## src/rtl/i2c_shared_pkg.sv

```systemverilog
`timescale 1ns/1ps
package i2c_shared_pkg;
  localparam int unsigned ADDR_W = 7;
  localparam int unsigned BYTE_W = 8;

  typedef enum logic [3:0] {
    ST_IDLE,
    ST_WAIT,
    ST_START,
    ST_LOW,
    ST_HIGH,
    ST_STOP_LOW,
    ST_STOP_HIGH,
    ST_STOP_FREE,
    ST_DONE
  } mst_state_e;

  typedef struct packed {
    logic [ADDR_W-1:0] addr;
    logic              rnw;
    logic [BYTE_W-1:0] wdata;
  } mst_cmd_t;
endpackage

```

## src/rtl/i2c_line_sync.sv

```systemverilog
`timescale 1ns/1ps
module i2c_line_sync #(
  parameter int unsigned LINES  = 2,
  parameter int unsigned STAGES = 2
) (
  input  logic             clk_i,
  input  logic             rst_ni,
  input  logic [LINES-1:0] line_i,
  output logic [LINES-1:0] line_o
);
  for (genvar g = 0; g < LINES; g++) begin : g_line
    logic [STAGES-1:0] ff_q;
    // idle bus level is high; reset there so no false edge appears
    always_ff @(posedge clk_i or negedge rst_ni) begin
      if (!rst_ni) ff_q <= '1;
      else         ff_q <= {ff_q[STAGES-2:0], line_i[g]};
    end
    assign line_o[g] = ff_q[STAGES-1];
  end
endmodule

```

## src/rtl/i2c_bus_monitor.sv

```systemverilog
`timescale 1ns/1ps
module i2c_bus_monitor (
  input  logic clk_i,
  input  logic rst_ni,
  input  logic scl_s_i,
  input  logic sda_s_i,
  output logic bus_busy_o
);
  logic sda_q;
  logic start_ev, stop_ev;

  assign start_ev = scl_s_i &  sda_q & ~sda_s_i;
  assign stop_ev  = scl_s_i & ~sda_q &  sda_s_i;

  always_ff @(posedge clk_i or negedge rst_ni) begin
    if (!rst_ni) begin
      sda_q      <= 1'b1;
      bus_busy_o <= 1'b0;
    end else begin
      sda_q <= sda_s_i;
      if (start_ev)     bus_busy_o <= 1'b1;
      else if (stop_ev) bus_busy_o <= 1'b0;
    end
  end
endmodule

```

## src/rtl/i2c_mst_engine.sv

```systemverilog
`timescale 1ns/1ps
module i2c_mst_engine
  import i2c_shared_pkg::*;
#(
  parameter int unsigned HALF_CYC = 250
) (
  input  logic              clk_i,
  input  logic              rst_ni,
  input  logic              cmd_valid_i,
  input  mst_cmd_t          cmd_i,
  input  logic              scl_s_i,
  input  logic              sda_s_i,
  input  logic              bus_busy_i,
  output logic              scl_oe_o,
  output logic              sda_oe_o,
  output logic              busy_o,
  output logic              done_o,
  output logic              nack_o,
  output logic              arb_lost_o,
  output logic [BYTE_W-1:0] rdata_o
);
  localparam int unsigned CW = $clog2(HALF_CYC);
  localparam logic [CW-1:0] CNT_TOP = CW'(HALF_CYC - 1);
  localparam logic [CW-1:0] CNT_SET = CW'(HALF_CYC / 2);  // SDA update point inside low phase
  localparam logic [3:0]    ACK_BIT = 4'(BYTE_W);

  mst_state_e        state_q;
  logic [CW-1:0]     cnt_q;
  mst_cmd_t          cmd_q;
  logic              byte_q;
  logic [3:0]        bit_q;
  logic [BYTE_W-1:0] sh_q, rx_q;
  logic              scl_oe_q, sda_oe_q, nack_q, arb_q;

  logic is_tx, ack_slot, drv_low, sends_one, cnt_done, rd_byte;

  assign rd_byte   = byte_q & cmd_q.rnw;
  assign is_tx     = ~rd_byte;
  assign ack_slot  = (bit_q == ACK_BIT);
  assign drv_low   = ~ack_slot & is_tx & ~sh_q[BYTE_W-1];
  assign sends_one = ack_slot ? rd_byte : (is_tx & sh_q[BYTE_W-1]);
  assign cnt_done  = (cnt_q == '0);

  always_ff @(posedge clk_i or negedge rst_ni) begin
    if (!rst_ni) begin
      state_q  <= ST_IDLE;
      cnt_q    <= '0;
      cmd_q    <= '0;
      byte_q   <= 1'b0;
      bit_q    <= '0;
      sh_q     <= '0;
      rx_q     <= '0;
      scl_oe_q <= 1'b0;
      sda_oe_q <= 1'b0;
      nack_q   <= 1'b0;
      arb_q    <= 1'b0;
    end else begin
      unique case (state_q)
        ST_IDLE: begin
          if (cmd_valid_i) begin
            cmd_q   <= cmd_i;
            nack_q  <= 1'b0;
            arb_q   <= 1'b0;
            state_q <= ST_WAIT;
          end
        end
        ST_WAIT: begin
          if (!bus_busy_i && scl_s_i && sda_s_i) begin
            sda_oe_q <= 1'b1;
            cnt_q    <= CNT_TOP;
            state_q  <= ST_START;
          end
        end
        ST_START: begin
          if (cnt_done) begin
            scl_oe_q <= 1'b1;
            byte_q   <= 1'b0;
            bit_q    <= '0;
            sh_q     <= {cmd_q.addr, cmd_q.rnw};
            cnt_q    <= CNT_TOP;
            state_q  <= ST_LOW;
          end else begin
            cnt_q <= cnt_q - CW'(1);
          end
        end
        ST_LOW: begin
          if (cnt_q == CNT_SET) sda_oe_q <= drv_low;
          if (cnt_done) begin
            scl_oe_q <= 1'b0;
            cnt_q    <= CNT_TOP;
            state_q  <= ST_HIGH;
          end else begin
            cnt_q <= cnt_q - CW'(1);
          end
        end
        ST_HIGH: begin
          if (!scl_s_i) begin
            cnt_q <= CNT_TOP;  // line still low: stretched or not yet risen
          end else if (sends_one && !sda_s_i) begin
            arb_q    <= 1'b1;
            scl_oe_q <= 1'b0;
            sda_oe_q <= 1'b0;
            state_q  <= ST_DONE;
          end else if (!cnt_done) begin
            cnt_q <= cnt_q - CW'(1);
          end else begin
            cnt_q    <= CNT_TOP;
            scl_oe_q <= 1'b1;
            if (!ack_slot) begin
              sh_q  <= sh_q << 1;
              if (rd_byte) rx_q <= {rx_q[BYTE_W-2:0], sda_s_i};
              bit_q   <= bit_q + 4'd1;
              state_q <= ST_LOW;
            end else if (!byte_q && !sda_s_i) begin
              byte_q  <= 1'b1;
              bit_q   <= '0;
              sh_q    <= cmd_q.wdata;
              state_q <= ST_LOW;
            end else begin
              if (!rd_byte && sda_s_i) nack_q <= 1'b1;
              state_q <= ST_STOP_LOW;
            end
          end
        end
        ST_STOP_LOW: begin
          if (cnt_q == CNT_SET) sda_oe_q <= 1'b1;
          if (cnt_done) begin
            scl_oe_q <= 1'b0;
            cnt_q    <= CNT_TOP;
            state_q  <= ST_STOP_HIGH;
          end else begin
            cnt_q <= cnt_q - CW'(1);
          end
        end
        ST_STOP_HIGH: begin
          if (!scl_s_i) begin
            cnt_q <= CNT_TOP;
          end else if (cnt_done) begin
            sda_oe_q <= 1'b0;
            cnt_q    <= CNT_TOP;
            state_q  <= ST_STOP_FREE;
          end else begin
            cnt_q <= cnt_q - CW'(1);
          end
        end
        ST_STOP_FREE: begin
          if (cnt_done) state_q <= ST_DONE;
          else          cnt_q   <= cnt_q - CW'(1);
        end
        ST_DONE: state_q <= ST_IDLE;
        default: state_q <= ST_IDLE;
      endcase
    end
  end

  assign scl_oe_o   = scl_oe_q;
  assign sda_oe_o   = sda_oe_q;
  assign busy_o     = (state_q != ST_IDLE);
  assign done_o     = (state_q == ST_DONE);
  assign nack_o     = nack_q;
  assign arb_lost_o = arb_q;
  assign rdata_o    = rx_q;
endmodule

```

## src/rtl/i2c_shared_master.sv

```systemverilog
`timescale 1ns/1ps
module i2c_shared_master
  import i2c_shared_pkg::*;
#(
  parameter int unsigned HALF_CYC    = 250,
  parameter int unsigned SYNC_STAGES = 2
) (
  input  logic              clk_i,
  input  logic              rst_ni,
  input  logic              start_i,
  input  logic [ADDR_W-1:0] addr_i,
  input  logic              rnw_i,
  input  logic [BYTE_W-1:0] wdata_i,
  output logic [BYTE_W-1:0] rdata_o,
  output logic              busy_o,
  output logic              done_o,
  output logic              nack_o,
  output logic              arb_lost_o,
  output logic              bus_busy_o,
  input  logic              scl_i,
  input  logic              sda_i,
  output logic              scl_oe_o,
  output logic              sda_oe_o
);
  logic [1:0] line_s;
  logic       scl_s, sda_s;
  mst_cmd_t   cmd;

  assign cmd = '{addr: addr_i, rnw: rnw_i, wdata: wdata_i};

  i2c_line_sync #(.LINES(2), .STAGES(SYNC_STAGES)) u_sync (
    .clk_i  (clk_i),
    .rst_ni (rst_ni),
    .line_i ({scl_i, sda_i}),
    .line_o (line_s)
  );
  assign scl_s = line_s[1];
  assign sda_s = line_s[0];

  i2c_bus_monitor u_mon (
    .clk_i      (clk_i),
    .rst_ni     (rst_ni),
    .scl_s_i    (scl_s),
    .sda_s_i    (sda_s),
    .bus_busy_o (bus_busy_o)
  );

  i2c_mst_engine #(.HALF_CYC(HALF_CYC)) u_eng (
    .clk_i       (clk_i),
    .rst_ni      (rst_ni),
    .cmd_valid_i (start_i),
    .cmd_i       (cmd),
    .scl_s_i     (scl_s),
    .sda_s_i     (sda_s),
    .bus_busy_i  (bus_busy_o),
    .scl_oe_o    (scl_oe_o),
    .sda_oe_o    (sda_oe_o),
    .busy_o      (busy_o),
    .done_o      (done_o),
    .nack_o      (nack_o),
    .arb_lost_o  (arb_lost_o),
    .rdata_o     (rdata_o)
  );
endmodule

```

## config.mk

```make
export PLATFORM = sky130hd
export DESIGN_NAME = i2c_shared_master
export DESIGN_NICKNAME = d
export VERILOG_FILES = /design/src/rtl/i2c_shared_pkg.sv /design/src/rtl/i2c_line_sync.sv /design/src/rtl/i2c_bus_monitor.sv /design/src/rtl/i2c_mst_engine.sv /design/src/rtl/i2c_shared_master.sv
export SDC_FILE = /design/constraint.sdc
export NUM_CORES = 1
export LEC_CHECK = 0
export ABC_AREA = 1
export BUFFER_PORTS_ARGS = -buffer_cell sky130_fd_sc_hd__clkbuf_2
export CAP_MARGIN = 20
export CORE_ASPECT_RATIO = 0.8
export CORE_MARGIN = 2
export CORE_UTILIZATION = 63
export DETAILED_ROUTE_END_ITERATION = 10
export PLACE_DENSITY = 0.85
export SYNTH_ARGS = -nofsm -noshare
export SYNTH_HDL_FRONTEND = slang
export SYNTH_SLANG_ARGS = --single-unit
```

## constraint.sdc

```tcl
create_clock -name clk_i -period 4.2 [get_ports clk_i]
set_input_delay 0.42 -clock clk_i [delete_from_list [all_inputs] [get_ports clk_i]]
set_output_delay 0.42 -clock clk_i [all_outputs]
set_load 0.02 [all_outputs]
```

==> impl_metrics.env, run 1 <==
export IMPL_ios=36
export IMPL_crit_slowest_cell="dfrtp_1"
export IMPL_peakVddDrop_v=0.000413
export IMPL_timing_hold_violations_final=0
export IMPL_syn_num_nets=445
export IMPL_slowest_delay_ns=0.42
export IMPL_required_ns=4.42
export IMPL_dr_pass1_iters=5
export IMPL_grt_max_degree=32
export IMPL_cts_resized=0
export IMPL_critical_path_startpoint_type="flip-flop"
export IMPL_worst_setup_path_type="reg -> reg"
export IMPL_fin_tns_setup_ns=0
export IMPL_drcViolationCount=0
export IMPL_period_share_pct=53.9
export IMPL_power_density_nw_per_um2=622
export IMPL_grt_overflow=0
export IMPL_worst_clock_skew_ns=0.00827
export IMPL_synth_warnings=0
export IMPL_final_layout_size_suffix_gt1_share_pct=17.8
export IMPL_critical_path_top_delay_family="simple AND/OR/NAND/NOR gates"
export IMPL_first_iter_violations=241
export IMPL_cts_sinks=59
export IMPL_fin_hold_ws_ns=0.121
export IMPL_hpwl_microns=5220
export IMPL_avgRoutedWirePerCell_microns=13.9
export IMPL_fp_dieArea_sq_um=5620
export IMPL_cts_buffer_depth=2
export IMPL_min_period_ns=2.26
export IMPL_fp_row_count=23
export IMPL_power_uw=2240
export IMPL_vias=2894
export IMPL_end_kind="flip-flop"
export IMPL_rsz0062_at_grt="no"
export IMPL_setup_viol=0
export IMPL_yosysSeqAreaShare_pct=46.7
export IMPL_gp_congestion=0.923
export IMPL_cts_root_buf="clkbuf_8"
export IMPL_diodes=0
export IMPL_antenna_left=0
export IMPL_slew_violations=0
export IMPL_start_util_pct=64.5
export IMPL_die_w_microns=83.3
export IMPL_fill_cells=403
export IMPL_hp_class="in -> async"
export IMPL_post_cts_buffers=0
export IMPL_synth_seq_cells=59
export IMPL_max_cap_viol_count=0
export IMPL_relSlewSlack_pct=51.7
export IMPL_leakage_uw=0.00188
export IMPL_syn_cell_area_sq_um=3170
export IMPL_core_sq_um=4920
export IMPL_avgSynthCellArea_sq_um=7.55
export IMPL_tightest_slew_ns=0.725
export IMPL_port_buffers=35
export IMPL_outcome="finished, final reports clean"
export IMPL_stdcell_count=528
export IMPL_synthToLayoutAreaGrowth_pct=13.5
export IMPL_antenna_found_initial=0
export IMPL_crit_arrival_ns=2.48
export IMPL_cts_made_buffers=9
export IMPL_worstPathMaxFanout=24
export IMPL_crit_buf_inv=2
export IMPL_dp_cells=512
export IMPL_nets=486
export IMPL_die_h_microns=67.5
export IMPL_synth_cell_types=28
export IMPL_synthCells=420
export IMPL_routed_wl_microns=7350
export IMPL_clk_latency_ns=0.34
export IMPL_htree_levels=3
export IMPL_grtUsageTotal_pct=29.0
export IMPL_cp_common_cell="nand2_1"
export IMPL_cp_cell_sequence="inv_1 -> ha_1 -> nand2_1 -> nor2_1 -> nand2_1 -> nand3_2 -> nor2_1 -> inv_1 -> nand2_2 -> nand2_1 -> o21ai_2"
export IMPL_clk_pin_slew_ns=0.07
export IMPL_cts_tree="done"
export IMPL_max_freq_mhz=442
export IMPL_cts_hold_buf=0
export IMPL_grt_pass1_vias=2725
export IMPL_grt_pass1_wl_microns=12700
export IMPL_viasPerCell=5.48
[state kept, by name, summed over array words and instances (netlist names)]
register / count
u_eng.rdata_o: 8
u_eng.arb_lost_o: 1
u_mon.sda_q: 1
u_eng.cnt_q: 8
u_eng.cmd_q: 16
u_eng.sda_oe_o: 1
u_eng.byte_q: 1
u_eng.scl_oe_o: 1
u_eng.state_q: 4
u_eng.nack_o: 1
u_mon.bus_busy_o: 1
u_eng.bit_q: 4
u_eng.sh_q: 8
u_sync.g_line.ff_q: 4
[stage by stage]
step	setup WS, ns	instance area (sq um)	util, %
final	1.94	3600	73.2
after floorplan	2.46	3170	-
after CTS	1.98	3600	73.2
after global placement	2.19	3390	68.9
after detailed placement	1.99	3390	68.9
after global routing	1.70	3600	73.2
[area by class of cell]
cell class	instances	area [sq um]	share of cell area, %
multi-input combinational	304	1450	40.4
timing repair buffer	36	183	5.07
inverter	51	193	5.35
sequential	59	1480	41.2
clock inverter	5	78.8	2.19
tap	62	77.6	2.16
clock buffer	11	131	3.65
[final timing paths]
path | startpoint | to | slack (ns) | depth (start not counted)
max | u_eng.bit_q[0] | u_eng.sh_q[6] | 1.94 | 11
min | rst_ni | u_eng.cmd_q[5] | 0.12 | 1
max reg2reg | u_eng.bit_q[0] | u_eng.sh_q[6] | 1.94 | 11
min reg2reg | u_sync.g_line[0].ff_q[0] | u_sync.g_line[0].ff_q[1] | 0.36 | 0
max in group asynchronous | rst_ni | u_sync.g_line[1].ff_q[1] | 3.16 | 2
min in group clk_i | scl_i | u_sync.g_line[1].ff_q[0] | 0.16 | 1
[cell families (layout without fill, tap and decap cells)]
family	after synthesis	after routing	share of synthesized area (%)
fa+ha+maj	4	4	1.58
buf+inv	57	103	7.42
xor+xnor	2	2	0.552
flops	59	59	46.7
compound gates	65	65	11.5
simple gates	233	233	32.2
[report_power, final]
| part | leakage (uW) | total, uW | switching (uW) | internal, uW |
|---|---|---|---|---|
| registers | 0.000743 | 802 | 98.5 | 704 |
| clock network | 0.000107 | 561 | 227 | 333 |
| logic | 0.00103 | 878 | 598 | 280 |
| total | 0.00188 | 2240 | 923 | 1320 |
[worst reg2reg max path, cell delays in order (launching register included)]
cell     delay (ns)
dfrtp_1        0.42
inv_1          0.10
ha_1           0.17
nand2_1        0.06
nor2_1         0.36
nand2_1        0.12
nand3_2        0.14
nor2_1         0.07
inv_1          0.13
nand2_2        0.31
nand2_1        0.20
o21ai_2        0.07
[layer usage]
metal	vias up	GRT usage [%]	share of wire, %
met3	11	7.33	6.9
met2	119	47.3	46
met4	0	7.99	1.1
met5	-	0	0
li1	1419	-	-
met1	1345	39.5	46
[cells in the mapped netlist, drive strengths merged]
cell type,number,area [sq um]
nand2,156,603
inv,50,188
dfrtp,54,1350
ha,4,50.1
nor2,40,203
a22oi,1,7.51
dfstp,5,131
xor2,2,17.5
nor3b,1,7.51
nand4,6,43.8
o21ai,48,274
nand3,24,130
a21oi,15,75.1
nand3b,2,15.0
clkinv,1,5.00
nor3,4,20.0
buf,6,42.5
a21boi,1,7.51
[cell usage in the layout (no fill, tap or decap), drive strengths merged, types with 2 or more instances in the layout]
cell type  instances
clkbuf            46
a21oi             15
clkinv             4
nor2              40
o21ai             48
inv               50
nand2            156
dfstp              5
xor2               2
ha                 4
nor3               4
nand3b             2
nand4              6
nand3             24
bufinv             2
dfrtp             54
Power figures use the tool's default switching activity.
==> inputs of run 2 (changes only) <==
Settings changed: CORE_UTILIZATION 63 to 53, PLACE_DENSITY 0.85 to 0.76.
Clock period 4.2 ns to 1.9 ns, I/O delays scaled along.
==> run 2 against run 1 <==
  * Register-to-register slack lost 1.8 ns
  * Die area rose by 18%
  * Clock-buffer cell count is 4 higher
  * Core utilization shrank 8.1 points
  * Worst hold slack got worse by 0.070 ns
  * First-iteration DRC count down 18%
  * Combinational power up 140%
  * Total power increased by 120%
  * Largest cell class is now multi-input combinational cells
==> impl_metrics.env, run 2 (synthesis gave the netlist of run 1 again) <==
export IMPL_cts_tree="done"
export IMPL_diodes=0
export IMPL_dp_cells=544
export IMPL_cts_made_buffers=9
export IMPL_power_density_nw_per_um2=1290
export IMPL_cts_root_buf="clkbuf_8"
export IMPL_cts_sinks=59
export IMPL_final_common_cell="nand2_1"
export IMPL_start_util_pct=54.2
export IMPL_tightest_slew_ns=0.572
export IMPL_fp_row_count=25
export IMPL_final_cell_mix="nand2_1 (150), dfrtp_1 (54), inv_1 (47)"
export IMPL_place_area_sq_um=3540
export IMPL_fin_hold_ws_ns=0.0507
export IMPL_final_layout_size_suffix_gt1_share_pct=21.8
export IMPL_crit_arrival_ns=1.99
export IMPL_largest_reg_flops=16
export IMPL_outcome="finished, final reports clean"
export IMPL_critical_path_startpoint_type="flip-flop"
export IMPL_max_freq_mhz=560
export IMPL_r2r_end="u_eng.sh_q[1]"
export IMPL_avgRoutedWirePerCell_microns=12.7
export IMPL_relSlewSlack_pct=61.5
export IMPL_utilization_pct=65.1
export IMPL_largest_register="u_eng.cmd_q"
export IMPL_holdPathStages=3
export IMPL_hold_start="addr_i[5]"
export IMPL_grtUsageTotal_pct=23.6
export IMPL_antenna_found_initial=0
export IMPL_drcViolationCount=0
export IMPL_die_w_microns=90.5
export IMPL_viasPerCell=5.07
export IMPL_core_sq_um=5850
export IMPL_crit_slowest_cell="dfrtp_1"
export IMPL_first_iter_violations=197
export IMPL_cts_buffer_depth=2
export IMPL_hold_path_end="u_eng.cmd_q[14]"
export IMPL_slew_violations=0
export IMPL_dr_pass1_iters=5
export IMPL_peakVddDrop_v=0.000885
export IMPL_leakage_uw=0.00199
export IMPL_ios=36
export IMPL_grt_overflow=0
export IMPL_end_kind="flip-flop"
export IMPL_stdcell_count=563
export IMPL_worst_setup_path_type="reg -> reg"
export IMPL_power_uw=4910
export IMPL_ff2ff_path_depth=10
export IMPL_rsz0062_at_grt="yes"
export IMPL_clk_pin_slew_ns=0.07
export IMPL_clk_latency_ns=0.34
export IMPL_die_h_microns=73.2
export IMPL_required_ns=2.11
export IMPL_r2r_slack_ns=0.12
export IMPL_setup_viol=0
export IMPL_grt_max_degree=25
export IMPL_fp_dieArea_sq_um=6620
export IMPL_gp_congestion=0.885
export IMPL_antenna_left=0
export IMPL_min_period_ns=1.78
export IMPL_vias=2856
export IMPL_final_area_sq_um=3810
export IMPL_worstPathMaxFanout=24
export IMPL_max_cap_viol_count=0
export IMPL_nets=502
export IMPL_hpwl_microns=5410
export IMPL_critical_path_top_delay_family="simple AND/OR/NAND/NOR gates"
export IMPL_routed_wl_microns=7130
export IMPL_hp_class="in -> reg"
export IMPL_rr_startpoint="u_eng.cnt_q[0]"
export IMPL_cp_cell_sequence="inv_1 -> ha_1 -> nand3_1 -> nor2_2 -> nand2_1 -> nor2_2 -> nand2_2 -> buf_12 -> nand2_1 -> o21ai_0"
export IMPL_htree_levels=3
export IMPL_synthToLayoutAreaGrowth_pct=20.0
export IMPL_port_buffers=35
export IMPL_period_share_pct=93.9
export IMPL_grt_pass1_vias=2553
export IMPL_slowest_delay_ns=0.42
export IMPL_grt_pass1_wl_microns=12100
export IMPL_worst_clock_skew_ns=0.0120
export IMPL_crit_buf_inv=2
export IMPL_timing_hold_violations_final=0
==> run 2: timing repair <==
action / CTS / global route
endpoints found under the hold margin: 19 / 0
pin swaps: 0 / 1
hold buffers: 3 / 0
endpoints found under the setup margin: 3 / 34
gates resized for setup: 1 / 15
buffers inserted: 0 / 0
==> run 2: worst reg2reg max path: cells and delay by family (launching register included) <==
kind	cells	cell delay (ns)
adder cells (fa/ha/maj)	1	0.20
buffers and inverters	2	0.26
AND/OR/NAND/NOR	6	0.72
AO/OA/AOI/OAI	1	0.07
flip-flops	1	0.42
==> run 2: stage by stage <==
step | setup WS (ns) | setup TNS [ns]
3_3_place_gp | 0.0894 | 0
2_1_floorplan | 0.163 | 0
4_1_cts | 0.0265 | 0
6_report | 0.116 | 0
3_5_place_dp | 0.00336 | 0
5_1_grt | -0.0212 | -0.0583
==> run 2: layout make-up <==
cell class | instances | area, sq um
repair buffers | 52 | 335
fillers | 500 | 2040
clock buffers | 15 | 186
multi-input cells | 304 | 1500
clock inverters | 1 | 5.00
inverters | 51 | 193
well taps | 81 | 101
flip-flops and latches | 59 | 1480
==> run 2: layer usage <==
layer  global-route usage [%]  routed length (microns)  share of wire, %
met5                        0                        0                 0
met4                     6.84                       80               1.1
met3                     6.92                      597               8.4
met2                     34.5                     2980                42
met1                     34.2                     3480                49
==> run 2: how the worst max path moves through the flow <==
| stage | startpoint | to | slack (ns) | cells past startpoint |
|---|---|---|---|---|
| 6_report | u_eng.cnt_q[0] | u_eng.sh_q[1] | 0.12 | 10 |
| 3_5_place_dp | u_eng.cnt_q[0] | u_eng.cnt_q[4] | 0.003 | 11 |
| 5_1_grt | u_eng.cnt_q[0] | u_eng.cnt_q[3] | -0.02 | 11 |
| 2_1_floorplan | u_eng.bit_q[0] | u_eng.sh_q[3] | 0.16 | 12 |
| 3_3_place_gp | u_eng.bit_q[0] | u_eng.state_q[2] | 0.09 | 12 |
| 4_1_cts | u_eng.bit_q[0] | u_eng.state_q[3] | 0.03 | 11 |
==> run 2: power by group <==
group          leakage (uW)  internal, uW  switching (uW)  total, uW
Sequential         0.000743          1560             217       1770
Clock             0.0000997           615             460       1080
Combinational       0.00115           715            1350       2070
==> inputs of run 3 (changes only) <==
Clock period 1.9 ns to 1.5 ns, I/O delays scaled along.
==> run 3 against run 2 <==
  * The flow now finishes with violations (negative setup slack)
  * Non-clock buffer count is 82 higher
  * Total power rose by 80%
  * Core utilization up 24 points
==> impl_metrics.env, run 3 (synthesis gave the netlist of run 1 again) <==
export IMPL_outcome="finished, violations left"
export IMPL_failed_checks="negative setup slack"
export IMPL_worst_clock_skew_ns=0.00957
export IMPL_tightest_slew_ns=0.317
export IMPL_worstPathMaxFanout=8
export IMPL_ios=36
export IMPL_slew_violations=0
export IMPL_start_util_pct=54.2
export IMPL_grtUsageTotal_pct=29.5
export IMPL_fill_cells=252
export IMPL_first_iter_violations=305
export IMPL_drcViolationCount=0
export IMPL_gp_congestion=0.981
export IMPL_crit_arrival_ns=2.07
export IMPL_critical_path_startpoint_type="flip-flop"
export IMPL_peakVddDrop_v=0.00143
export IMPL_largest_reg_flops=16
export IMPL_place_area_sq_um=4050
export IMPL_required_ns=1.72
export IMPL_setup_viol=55
export IMPL_grt_max_degree=50
export IMPL_finalWorstSetupSlack_ns=-0.349
export IMPL_fp_dieArea_sq_um=6620
export IMPL_cts_root_buf="clkbuf_8"
export IMPL_timing_hold_violations_final=0
export IMPL_diodes=0
export IMPL_fin_tns_setup_ns=-8.54
export IMPL_fp_row_count=25
export IMPL_clk_latency_ns=0.35
export IMPL_dr_pass1_iters=6
export IMPL_leakage_uw=0.00258
export IMPL_rsz0062_at_grt="yes"
export IMPL_grt_overflow=0
export IMPL_cts_buffer_depth=2
export IMPL_period_share_pct=123
export IMPL_viasPerCell=6.00
export IMPL_die_w_microns=90.5
export IMPL_final_cell_mix="nand2_1 (84), buf_4 (72), dfrtp_1 (53)"
export IMPL_antenna_left=0
export IMPL_routed_wl_microns=12700
export IMPL_min_period_ns=1.85
export IMPL_worst_setup_path_type="reg -> reg"
export IMPL_slowest_delay_ns=0.44
export IMPL_antenna_found_initial=0
export IMPL_port_buffers=35
export IMPL_cts_made_buffers=9
export IMPL_cp_cell_sequence="nor2_4 -> buf_6 -> nand2_8 -> buf_8 -> buf_6 -> nand2_1 -> o21ai_0 -> a21oi_1 -> o21ai_1"
export IMPL_htree_levels=3
export IMPL_relSlewSlack_pct=78.6
export IMPL_power_density_nw_per_um2=1700
export IMPL_crit_slowest_cell="dfrtp_1"
export IMPL_synthToLayoutAreaGrowth_pct=64.0
export IMPL_die_h_microns=73.2
export IMPL_hpwl_microns=5790
export IMPL_avgRoutedWirePerCell_microns=19.6
export IMPL_max_freq_mhz=541
export IMPL_cp_common_cell="buf_6"
export IMPL_core_sq_um=5850
export IMPL_max_cap_viol_count=0
export IMPL_final_common_cell="nand2_1"
export IMPL_largest_register="u_eng.cmd_q"
export IMPL_grt_pass1_vias=3264
export IMPL_grt_pass1_wl_microns=15200
export IMPL_dp_slack_ns=-0.190
export IMPL_hp_class="in -> reg"
export IMPL_nets=587
export IMPL_clk_pin_slew_ns=0.07
export IMPL_final_area_sq_um=5200
export IMPL_end_kind="flip-flop"
export IMPL_cts_tree="done"
export IMPL_vias=3879
export IMPL_cts_sinks=59
export IMPL_final_layout_size_suffix_gt1_share_pct=55.3
==> run 3: cell types whose count changed in the layout (fill, tap and decap cells not counted), moves of 11 or more <==
cell | previous run | this run
nand2_4 | 3 | 22
nand2_2 | 3 | 48
o21ai_0 | 35 | 9
o21ai_2 | 9 | 23
nand2_1 | 150 | 84
a21oi_2 | 0 | 11
buf_6 | 0 | 15
a21oi_1 | 15 | 3
buf_4 | 12 | 72
inv_1 | 47 | 35
o21ai_1 | 4 | 15
==> run 3: stage by stage <==
stage               std cells  total power [uW]  hold WS [ns]  util [%]
global route              647              9180        0.0117      88.9
global placement          597              5320        0.0497      69.2
finish                    647              8830        0.0123      88.9
detailed placement        597              5400        0.0443      69.2
CTS                       633              7250       0.00735      78.9
floorplan                 420              4150        -0.146         -
==> run 3: power breakdown <==
group | switching (uW) | internal [uW]
sequential | 277 | 1970
clock | 637 | 721
combinational | 3050 | 2170
total | 3960 | 4870
==> run 3: area by class of cell <==
class,count,area [sq um],area share (%)
tap,81,101,1.95
timing repair buffer,134,1120,21.5
multi-input combinational,306,2100,40.4
timing repair inverter,1,7.51,0.144
clock buffer,13,169,3.25
inverter,51,209,4.02
clock inverter,2,10.0,0.192
sequential,59,1480,28.5
==> run 3: timing repair <==
action                                  in CTS  in global routing
gates cloned                                 2                  3
hold endpoints to repair                    12                  0
resized for setup                           64                142
buffers inserted                            17                 11
endpoints found under the setup margin      54                 47
pin swaps                                   16                 34
hold buffers                                 3                  0
==> run 3: worst paths after layout <==
kind                                     startpoint                       end  slack, ns  depth (start not counted)
max                                u_eng.state_q[1]             u_eng.sh_q[3]      -0.35                          9
min                                      wdata_i[6]            u_eng.cmd_q[6]       0.01                          3
max reg2reg                        u_eng.state_q[1]             u_eng.sh_q[3]      -0.35                          9
min reg2reg                u_sync.g_line[1].ff_q[0]  u_sync.g_line[1].ff_q[1]       0.36                          0
max in group asynchronous                    rst_ni  u_sync.g_line[1].ff_q[0]       0.67                          3
min in group asynchronous                    rst_ni          u_eng.rdata_o[6]       0.22                          2
==> run 3: critical path, delay by kind of cell, from the launching register on <==
kind | cells | cell delay, ns
AOI/OAI and AO/OA | 3 | 0.50
and+or+nand+nor | 3 | 0.35
DFF | 1 | 0.44
buffers and inverters | 3 | 0.43
==> run 3: layer usage <==
layer	vias to the layer above	share of wire, %	track usage (%)
li1	1636	-	-
met1	1844	38	38.0
met2	323	47	48.3
met3	76	9.9	6.10
met4	0	5.4	14.2
met5	-	0	0
